`src/rtl/adc_eng_pkg.sv`:
```
package adc_eng_pkg;
  localparam int SAMPLE_W = 10;
  localparam logic [SAMPLE_W-1:0] LO_STEP = 10'd5;
  localparam logic [SAMPLE_W-1:0] HI_STEP = 10'd7;

  localparam logic [31:0] PAIR_MASK = 32'h03FF_03FF;
  localparam logic [31:0] HYS_MASK  = 32'h83FF_03FF;
  localparam logic [31:0] SRC_MASK  = 32'h0000_FFFF;
  localparam logic [31:0] TRIM_MASK = 32'h0000_000F;
  localparam logic [31:0] DET_RST   = 32'h0000_000F;
  localparam logic [31:0] CLK_RST   = 32'h0000_000F;

  localparam int BIT_ENABLE   = 0;
  localparam int BIT_AUTOCOMP = 5;
  localparam int BIT_READY    = 8;

  typedef enum logic [3:0] {
    RK_NONE, RK_ENG, RK_INT, RK_DET, RK_CLK,
    RK_DATA, RK_BND, RK_HYS, RK_SRC, RK_TRIM
  } regKind_t;

  typedef struct packed {
    logic     wr;
    logic     rd;
    regKind_t kind;
    logic [3:0] idx;
    logic     halfAcc;
    logic     upperHalf;
  } busStrobe_t;
endpackage

```
`src/rtl/adc_eng_decode.sv`:
```
module adc_eng_decode
  import adc_eng_pkg::*;
#(
  parameter int NUM_CH = 16
) (
  input  logic       busSel,
  input  logic       busWrite,
  input  logic       busHalf,
  input  logic [7:0] busAddr,
  output busStrobe_t strobe
);
  localparam int NPAIR = NUM_CH / 2;

  logic [5:0] word;
  logic       aligned;
  regKind_t   kind;
  logic [3:0] idx;

  always_comb begin
    word    = busAddr[7:2];
    aligned = !busAddr[0] && (busHalf || !busAddr[1]);
    kind    = RK_NONE;
    idx     = '0;
    if (word == 6'd0)      kind = RK_ENG;
    else if (word == 6'd1) kind = RK_INT;
    else if (word == 6'd2) kind = RK_DET;
    else if (word == 6'd3) kind = RK_CLK;
    else if (int'(word) >= 4 && int'(word) < 4 + NPAIR) begin
      kind = RK_DATA;
      idx  = word[3:0] - 4'd4;
    end else if (int'(word) >= 12 && int'(word) < 12 + NUM_CH) begin
      kind = RK_BND;
      idx  = word[3:0] - 4'd12;
    end else if (int'(word) >= 28 && int'(word) < 28 + NUM_CH) begin
      kind = RK_HYS;
      idx  = word[3:0] - 4'd12;
    end else if (word == 6'd48) kind = RK_SRC;
    else if (word == 6'd49)     kind = RK_TRIM;
    if (!aligned) kind = RK_NONE;

    strobe.wr        = busSel && busWrite;
    strobe.rd        = busSel && !busWrite;
    strobe.kind      = kind;
    strobe.idx       = idx;
    strobe.halfAcc   = busHalf;
    strobe.upperHalf = busHalf && busAddr[1];
  end
endmodule

```
`src/rtl/adc_eng_sampler.sv`:
```
module adc_eng_sampler
  import adc_eng_pkg::*;
(
  input  logic [SAMPLE_W-1:0] curLo,
  input  logic [SAMPLE_W-1:0] curHi,
  input  logic [SAMPLE_W-1:0] evenMin,
  input  logic [SAMPLE_W-1:0] evenMax,
  input  logic [SAMPLE_W-1:0] oddMin,
  input  logic [SAMPLE_W-1:0] oddMax,
  output logic [SAMPLE_W-1:0] nextLo,
  output logic [SAMPLE_W-1:0] nextHi,
  output logic                outOfRange
);
  always_comb begin
    nextLo     = curLo + LO_STEP;
    nextHi     = curHi + HI_STEP;
    outOfRange = (nextLo < evenMin) || (nextLo > evenMax) ||
                 (nextHi < oddMin)  || (nextHi > oddMax);
  end
endmodule

```
`src/rtl/adc_eng_regfile.sv`:
```
module adc_eng_regfile
  import adc_eng_pkg::*;
#(
  parameter int NUM_CH = 16
) (
  input  logic        clk,
  input  logic        rstN,
  input  busStrobe_t  strobe,
  input  logic [31:0] busWdata,
  output logic        rdValid,
  output logic [31:0] rdData,
  output logic        irq
);
  localparam int NPAIR = NUM_CH / 2;
  localparam int PW    = $clog2(NPAIR);
  localparam int CW    = $clog2(NUM_CH);

  logic [31:0] engCtl, intCtl, detCtl, clkCtl, intSrc, trimReg;
  logic [31:0] dataQ [NPAIR];
  logic [31:0] bndQ  [NUM_CH];
  logic [31:0] hysQ  [NUM_CH];

  logic [PW-1:0] pIdx;
  logic [CW-1:0] cIdx;
  logic [31:0]   curVal, merged, wrVal, evenBnd, oddBnd;
  logic [SAMPLE_W-1:0] nextLo, nextHi;
  logic          outOfRange;

  assign pIdx = strobe.idx[PW-1:0];
  assign cIdx = strobe.idx[CW-1:0];

  always_comb begin
    case (strobe.kind)
      RK_ENG:  curVal = engCtl;
      RK_INT:  curVal = intCtl;
      RK_DET:  curVal = detCtl;
      RK_CLK:  curVal = clkCtl;
      RK_DATA: curVal = dataQ[pIdx];
      RK_BND:  curVal = bndQ[cIdx];
      RK_HYS:  curVal = hysQ[cIdx];
      RK_SRC:  curVal = intSrc;
      RK_TRIM: curVal = trimReg;
      default: curVal = '0;
    endcase
  end

  always_comb begin
    if (!strobe.halfAcc)       merged = busWdata;
    else if (strobe.upperHalf) merged = {busWdata[15:0], curVal[15:0]};
    else                       merged = {curVal[31:16], busWdata[15:0]};
    wrVal = merged;
    case (strobe.kind)
      RK_ENG: begin
        wrVal[BIT_READY]    = merged[BIT_ENABLE];
        wrVal[BIT_AUTOCOMP] = 1'b0;
      end
      RK_DATA, RK_BND: wrVal = merged & PAIR_MASK;
      RK_HYS:          wrVal = merged & HYS_MASK;
      RK_SRC:          wrVal = merged & SRC_MASK;
      RK_TRIM:         wrVal = merged & TRIM_MASK;
      default:         wrVal = merged;
    endcase
  end

  assign evenBnd = bndQ[{pIdx, 1'b0}];
  assign oddBnd  = bndQ[{pIdx, 1'b1}];

  adc_eng_sampler u_sampler (
    .curLo      (dataQ[pIdx][9:0]),
    .curHi      (dataQ[pIdx][25:16]),
    .evenMin    (evenBnd[9:0]),
    .evenMax    (evenBnd[25:16]),
    .oddMin     (oddBnd[9:0]),
    .oddMax     (oddBnd[25:16]),
    .nextLo     (nextLo),
    .nextHi     (nextHi),
    .outOfRange (outOfRange)
  );

  always_ff @(posedge clk) begin
    if (!rstN) begin
      engCtl  <= '0;
      intCtl  <= '0;
      detCtl  <= DET_RST;
      clkCtl  <= CLK_RST;
      intSrc  <= '0;
      trimReg <= '0;
      for (int i = 0; i < NPAIR; i++)  dataQ[i] <= '0;
      for (int i = 0; i < NUM_CH; i++) bndQ[i]  <= '0;
      for (int i = 0; i < NUM_CH; i++) hysQ[i]  <= '0;
    end else if (strobe.wr) begin
      case (strobe.kind)
        RK_ENG:  engCtl       <= wrVal;
        RK_INT:  intCtl       <= wrVal;
        RK_DET:  detCtl       <= wrVal;
        RK_CLK:  clkCtl       <= wrVal;
        RK_DATA: dataQ[pIdx]  <= wrVal;
        RK_BND:  bndQ[cIdx]   <= wrVal;
        RK_HYS:  hysQ[cIdx]   <= wrVal;
        RK_SRC:  intSrc       <= wrVal;
        RK_TRIM: trimReg      <= wrVal;
        default: ;
      endcase
    end else if (strobe.rd && strobe.kind == RK_DATA) begin
      dataQ[pIdx] <= {6'd0, nextHi, 6'd0, nextLo};
      if (outOfRange) intCtl[pIdx] <= 1'b1;
    end
  end

  always_ff @(posedge clk) begin
    if (!rstN) begin
      rdValid <= 1'b0;
      rdData  <= '0;
    end else begin
      rdValid <= strobe.rd;
      if (strobe.rd) begin
        if (strobe.upperHalf)    rdData <= {16'd0, curVal[31:16]};
        else if (strobe.halfAcc) rdData <= {16'd0, curVal[15:0]};
        else                     rdData <= curVal;
      end
    end
  end

  assign irq = |intCtl[7:0];
endmodule

```
`src/rtl/adc_eng_regs.sv`:
```
module adc_eng_regs
  import adc_eng_pkg::*;
#(
  parameter int NUM_CH = 16
) (
  input  logic        clk,
  input  logic        rstN,
  input  logic        busSel,
  input  logic        busWrite,
  input  logic        busHalf,
  input  logic [7:0]  busAddr,
  input  logic [31:0] busWdata,
  output logic        rdValid,
  output logic [31:0] rdData,
  output logic        irq
);
  busStrobe_t strobe;

  adc_eng_decode #(.NUM_CH(NUM_CH)) u_decode (
    .busSel   (busSel),
    .busWrite (busWrite),
    .busHalf  (busHalf),
    .busAddr  (busAddr),
    .strobe   (strobe)
  );

  adc_eng_regfile #(.NUM_CH(NUM_CH)) u_regfile (
    .clk      (clk),
    .rstN     (rstN),
    .strobe   (strobe),
    .busWdata (busWdata),
    .rdValid  (rdValid),
    .rdData   (rdData),
    .irq      (irq)
  );
endmodule

```
`config.mk`:
```
export PLATFORM = sky130hd
export DESIGN_NAME = adc_eng_regs
export DESIGN_NICKNAME = d
export VERILOG_FILES = /design/src/rtl/adc_eng_pkg.sv /design/src/rtl/adc_eng_decode.sv /design/src/rtl/adc_eng_sampler.sv /design/src/rtl/adc_eng_regfile.sv /design/src/rtl/adc_eng_regs.sv
export SDC_FILE = /design/constraint.sdc
export NUM_CORES = 2
export LEC_CHECK = 0
export BUFFER_PORTS_ARGS = -buffer_cell sky130_fd_sc_hd__clkbuf_2
export CAP_MARGIN = 20
export CORE_UTILIZATION = 50
export CTS_CLUSTER_SIZE = 8
export DETAILED_ROUTE_END_ITERATION = 10
export MAX_ROUTING_LAYER = met4
export PLACE_DENSITY_LB_ADDON = 0.08
export RECOVER_POWER = 25
export SYNTH_ARGS = -nofsm -noshare
export SYNTH_HDL_FRONTEND = slang
export SYNTH_SLANG_ARGS = --single-unit
```
`constraint.sdc`:
```
create_clock -name clk -period 7.05 [get_ports clk]
set_input_delay 1.0575 -clock clk [delete_from_list [all_inputs] [get_ports clk]]
set_output_delay 1.0575 -clock clk [all_outputs]
set_load 0.02 [all_outputs]
```
-- Word level (Yosys, flattened, before mapping)
Memory sizes are Yosys's and may differ from the RTL's.
Index checks and enable logic that the tools add are counted.
- bits in registers: 225
- RAM bits: 1280
- input port bits: 45
- output and inout port bits: 34
- word-level logic and storage cells: 135
- memories: 3
- add/subtract/negate cells: 4
- magnitude comparators: 12
- eq/ne operators: 15
- muxes and demuxes: 60
- bitwise operators: 2
- reductions and logical operators: 31
- memories (name ; depth ; bits a word ; read ports ; clocked after memory_dff ; wr ports ; line ; RTL):
    u_regfile.bndQ ; 16 ; 32 ; 3 ; 0 ; 16 ; adc_eng_regfile.sv:20 ; logic [31:0] bndQ [NUM_CH];
    u_regfile.hysQ ; 16 ; 32 ; 1 ; 0 ; 16 ; adc_eng_regfile.sv:21 ; logic [31:0] hysQ [NUM_CH];
    u_regfile.dataQ ; 8 ; 32 ; 1 ; 0 ; 8 ; adc_eng_regfile.sv:19 ; logic [31:0] dataQ [NPAIR];
- operators by type and width (operator ; number):
    32-bit two-way mux ; 12
    32-bit one-hot mux with 9 select lines ; 1
    32-bit OR reduction ; 3
    23-bit one-hot mux with 4 select lines ; 1
    4-bit two-way mux ; 19
    32-bit by 8-bit bitwise OR with 32-bit output ; 1
    1-bit two-way mux ; 22
    10-bit by 3-bit adder with 10-bit output, second input constant ; 2
    10-bit greater-than comparator ; 2
    10-bit less-than comparator ; 2
    4-bit by 3-bit equality test with 1-bit output, second input constant ; 4
    6-bit by 2-bit equality test with 1-bit output, second input constant ; 2
    6-bit equality test, second input constant ; 2
    2-bit AND reduction ; 5
    1-bit logical AND ; 9
    4-bit by 2-bit equality test with 1-bit output, second input constant ; 2
    4-bit equality test, second input constant ; 2
    8-bit OR reduction ; 1
    6-bit by 1-bit equality test with 1-bit output, second input constant ; 1
    6-bit by 3-bit greater-or-equal comparator with 1-bit output, second input constant ; 1
    6-bit by 4-bit greater-or-equal comparator with 1-bit output, second input constant ; 1
    6-bit by 5-bit greater-or-equal comparator with 1-bit output, second input constant ; 1
    6-bit zero test ; 1
    3-bit by 6-bit less-than comparator with 1-bit output, second input constant ; 1
    other kinds (19) ; 26

-- Logic depth before layout (Yosys ltp)
- word-level depth: 20
- mapped depth: 28
- gate-level depth less buffers: 22

-- By module
From an unflattened synthesis, not the netlist that was laid out.
- cells, all modules: 4991
- area total of the unflattened synthesis: 67339.6 sq um
- by module, submodules not included (module ; instances ; cells each ; area an instance (sq um) ; seq. area each (sq um)):
    adc_eng_regfile ; 1 ; 4766 ; 65715.5 ; 42941.2
    adc_eng_sampler ; 1 ; 170 ; 1233.7 ; 0.0
    adc_eng_decode ; 1 ; 55 ; 390.4 ; 0.0

-- Least setup slack after synthesis
No wires, ideal clock.
- path kind: in2reg
- from: input port busAddr[4]
- to: register u_regfile.intCtl[1]
- setup time: 0.103 ns
- arrival time: 6.634 ns
- data required time: 6.947 ns
- setup slack: 0.312 ns
- stages on the path: 28
- buffers on the path: 9
- cell sequence: clkbuf_1 > inv_1 > clkbuf_1 > ha_1 > clkbuf_1 > or3b_1 > clkbuf_1 > o21ai_1 > nor2_1 > buf_2 > buf_2 > clkbuf_1 > clkbuf_1 > buf_1 > o22ai_1 > nor3_1 > o211ai_1 > ha_1 > a21o_1 > a21o_1 > a211oi_1 > o31a_1 > nand4_1 > o211ai_1 > a211oi_1 > a32oi_1 > a22oi_2 > a2111oi_2
- cells in the longest elaborated chain, start to end: 18
- elaborated cells between the ends (all ways): 74
- those cells by class: add/sub: 4; order compare: 12; eq/ne: 15; mux: 27; bitwise: 1; reduce/logical: 12; memory: 3
- RTL lines (element ; line ; RTL):
    start: declaration ; adc_eng_regs.sv:11 ; input logic [7:0] busAddr,
    branches (longest 18 deep; another with memory 8 x 32 bit) ; -- ;
    end signal: assignment ; adc_eng_regfile.sv:94 ; RK_INT: intCtl <= wrVal;
    end: declaration ; adc_eng_regfile.sv:18 ; logic [31:0] engCtl, intCtl, detCtl, clkCtl, intSrc, trimReg;
Several ways; the timed one is not identified. The select of a mux whose other input is x is not followed.
A chain may end at the register's enable or synchronous reset.

==> flow_summary.rst <==
.. list-table::
   :header-rows: 1

   * - Metric
     - Value
   * - Detailed-route wire length
     - 307000 microns
   * - Number of buffers inserted for hold repair after clock tree synthesis
     - 0
   * - CTS tree
     - built
   * - Violated checks
     - max-capacitance violations, max-slew violations
   * - Part of the cycle the worst path needs
     - 99.5%
   * - Total count of max-transition violations in the final report
     - 286
   * - Antenna viol nets, final
     - 0
   * - Share of synthesized flip-flops with an asynchronous set or reset
     - 0%
   * - Initial DRT Pass Iterations
     - 6
   * - Cell depth of the worst hold path
     - 2
   * - Cts repair resizes
     - 0
   * - Kind of path behind the tightest hold check
     - flop to flop
   * - Initial core utilization
     - 50.6%
   * - Proportion of layout cells with a drive suffix above 1
     - 13.1%
   * - Internal reg-to-reg setup slack
     - 1920 ps
   * - Synthesized instance count
     - 6111
   * - Number of I/O port buffers
     - 78
   * - Clock Skews
     - 59.5 ps
   * - Worst-case clock buffer depth
     - 3
   * - Pre-CTS setup slack
     - 79.7 ps
   * - Per-cell via count in the routed design
     - 6.76
   * - Per-instance average area after synthesis
     - 11.3 sq um
   * - Top cells by count, synth
     - edfxtp_1, nor2_1, clkbuf_1
   * - Tot Pwr
     - 0.0223 W
   * - DIE AREA
     - 139000 sq um
   * - Global-route wire length before repair
     - 421000 microns
   * - Setup tns final
     - 0 ps
   * - Highest metal used
     - met4
   * - Met2 WL
     - 131000 microns
   * - Category of the worst setup path launch point
     - input pin
   * - H-tree Lvls
     - 4
   * - Top-area cell type share of the netlist area
     - 55.9%
   * - Post-CTS clock slew at the launch and capture registers of the worst setup and hold paths
     - 50 ps
   * - Summed instance area of the synthesized netlist
     - 68800 sq um
   * - Row count
     - 135
   * - CP max stage delay
     - 980 ps
   * - Area growth from synthesis to final layout
     - 17.4%
   * - Logic depth of the worst register-to-register path
     - 19
   * - Height of the chip
     - 373 microns
   * - Root Driver
     - clkbuf_16
   * - Residual DRC
     - 0
   * - Cell family contributing the most delay on the critical path
     - buffers and inverters
   * - Max-Slew Margin vs Limit
     - -117%
   * - Total Routing Usage GR
     - 44.5%
   * - Worst R2R Start
     - u_regfile.dataQ[2][17]
   * - Min Tclk post-route
     - 7010 ps
   * - Die W
     - 373 microns
   * - Vias in the first global route
     - 54019
   * - Met1 wire length
     - 111000 microns
   * - Count of cell types in the netlist
     - 109
   * - Number of register bits inferred by synthesis
     - 1505
   * - Dpl hpwl
     - 200000 microns
   * - Origin of the worst min-delay path
     - u_regfile.rdData[4]
   * - Transition time at the pin with the least slew margin
     - 3250 ps
   * - Power per cell area
     - 276 nW/um^2
   * - Capture endpoint of the worst hold path
     - u_regfile.rdData[4]
   * - Sequential share of the synthesized area
     - 62.4%
   * - 1st-iter DRT viols
     - 10153
   * - Synth area leaders
     - edfxtp_1, nor2_1, dfxtp_1
   * - TritonCTS Buffers
     - 206
   * - Setup repair after global routing missed its margin
     - no
   * - Top-count cell post-synth
     - edfxtp_1
   * - # clock sinks
     - 1505
   * - Endpoint kind of the worst setup timing path
     - flop
   * - DR WL/cell
     - 35.6 microns
   * - Area of the core
     - 136000 sq um
   * - Signal arrival time at the worst endpoint
     - 7570 ps
   * - Vias after detailed routing
     - 58150
   * - Max VDD drop
     - 0.201 mV
   * - Registers with the highest flip-flop counts
     - u_regfile.bndQ: 512 flops, u_regfile.hysQ: 512 flops, u_regfile.dataQ: 256 flops
   * - Weighted congestion reported at the end of routability-driven placement
     - 1.02
   * - Finished layout cell area
     - 80700 sq um
   * - Total number of nets in the final design
     - 6837
   * - Pin count of the biggest net entering global routing
     - 127
   * - Number of antenna violations at the first check in global routing
     - 28
   * - Number of warnings reported in the yosys synthesis log
     - 0
   * - Count of buffering cells on the critical path with inverters included
     - 5
   * - FF-to-FF End
     - u_regfile.intCtl[1]
   * - Number of top-level design ports
     - 79
   * - Total of max-cap violations
     - 9
   * - Final hold vios
     - 0
   * - Critical-path maximum fanout
     - 26
   * - Setup CP Type
     - input pin to flop
   * - Overflow left after global routing
     - 0
   * - Setup Viol. Count Final
     - 0
   * - Post-CTS Repair Setup Buffers
     - 0
   * - Status
     - finished, violations left
   * - Required time of the critical path
     - 7600 ps
   * - Worst path setup slack after routing
     - 35.5 ps
   * - Biggest area consumer among synthesized cells
     - edfxtp_1
   * - Critical-path top delay cell
     - clkbuf_1
   * - Most instantiated flip-flop cell in the synthesis netlist
     - edfxtp_1
   * - Total length of routed met3 wires
     - 42900 microns
   * - Cells along the critical path
     - clkbuf_1 > ha_1 > o21a_4 > clkbuf_2 > nor2_1 > nand3_1 > or3_1 > clkbuf_1 > or3_1 > clkbuf_2 > nand2_1 > buf_12
   * - Maximum clock frequency
     - 143 MHz
   * - Leakage component of the power
     - 29.5 nW
   * - Number of enable-type register cells in the synthesized netlist
     - 1280
   * - Area after DPL
     - 75300 sq um
   * - Clock latency of the later-clocked register in the worst-skew pair
     - 850 ps
## metal layers
| layer | GRT usage (%) | vias to the layer above |
|---|---|---|
| met1 | 55.7 | 28576 |
| li1 | - | 23963 |
| met2 | 63.0 | 4622 |
| met5 | - | - |
| met4 | 26.8 | 0 |
| met3 | 14.2 | 989 |
## worst min-delay path: stages (launching register included)
cell,delay [ps]
dfxtp_1,300
nand2_1,50
a21oi_1,50
## report_power, final
part           internal [W]  switching (W)  leakage [nW]
Combinational      0.000829        0.00219          12.0
Sequential           0.0101       0.000151          14.8
Clock               0.00522        0.00380          2.71
Total                0.0161        0.00614          29.5
## cell usage in the layout (no fill, tap or decap), types with 67 or more instances in the layout
cell,count
nand2_1,294
mux2i_1,106
and3_1,67
clkbuf_1,72
clkbuf_16,208
o221ai_1,86
or3_1,69
nor3_1,139
dfxtp_1,225
a211oi_1,80
conb_1,464
o22ai_1,243
nand3_1,113
buf_4,386
a21oi_1,237
nor2_1,1199
o21ai_0,201
edfxtp_1,1280
## kinds of logic after synthesis
kind of cell	Yosys count	share of synthesized area [%]
compound gates	1586	16.3
flops	1505	62.4
simple gates	2196	14.2
buf+inv	606	3.61
fa+ha+maj	41	0.746
xor+xnor	18	0.229
mux	158	2.49
other cells	1	0.00545
## worst max path at each step
stage / start / end / cells after the start
5_1_grt: busAddr[4] / u_regfile.engCtl[14] / 15
3_5_place_dp: busAddr[4] / u_regfile.intCtl[1] / 24
6_report: busAddr[4] / u_regfile.bndQ[0][28] / 12
4_1_cts: busAddr[4] / u_regfile.intCtl[1] / 24
3_3_place_gp: busAddr[4] / u_regfile.intCtl[1] / 24
2_1_floorplan: busAddr[4] / u_regfile.intCtl[1] / 28
## stage by stage
stage               utilization, %  hold slack, ps  cells
CTS                           59.5             450   8563
global placement              55.3             433   8314
detailed placement            55.4             444   8321
global route                  59.4             474   8605
floorplan                        -             427   6574
finish                        59.4             449   8607
## area by class of cell
type	instances	area, sq um
sequential	1505	42900
timing repair buffer	532	4180
inverter	43	165
antenna	41	103
multi-input combinational	4463	25500
tap	1781	2230
clock inverter	15	317
clock buffer	227	5280
fill	11327	55200
Note: power is estimated with default switching activity, not from simulation.
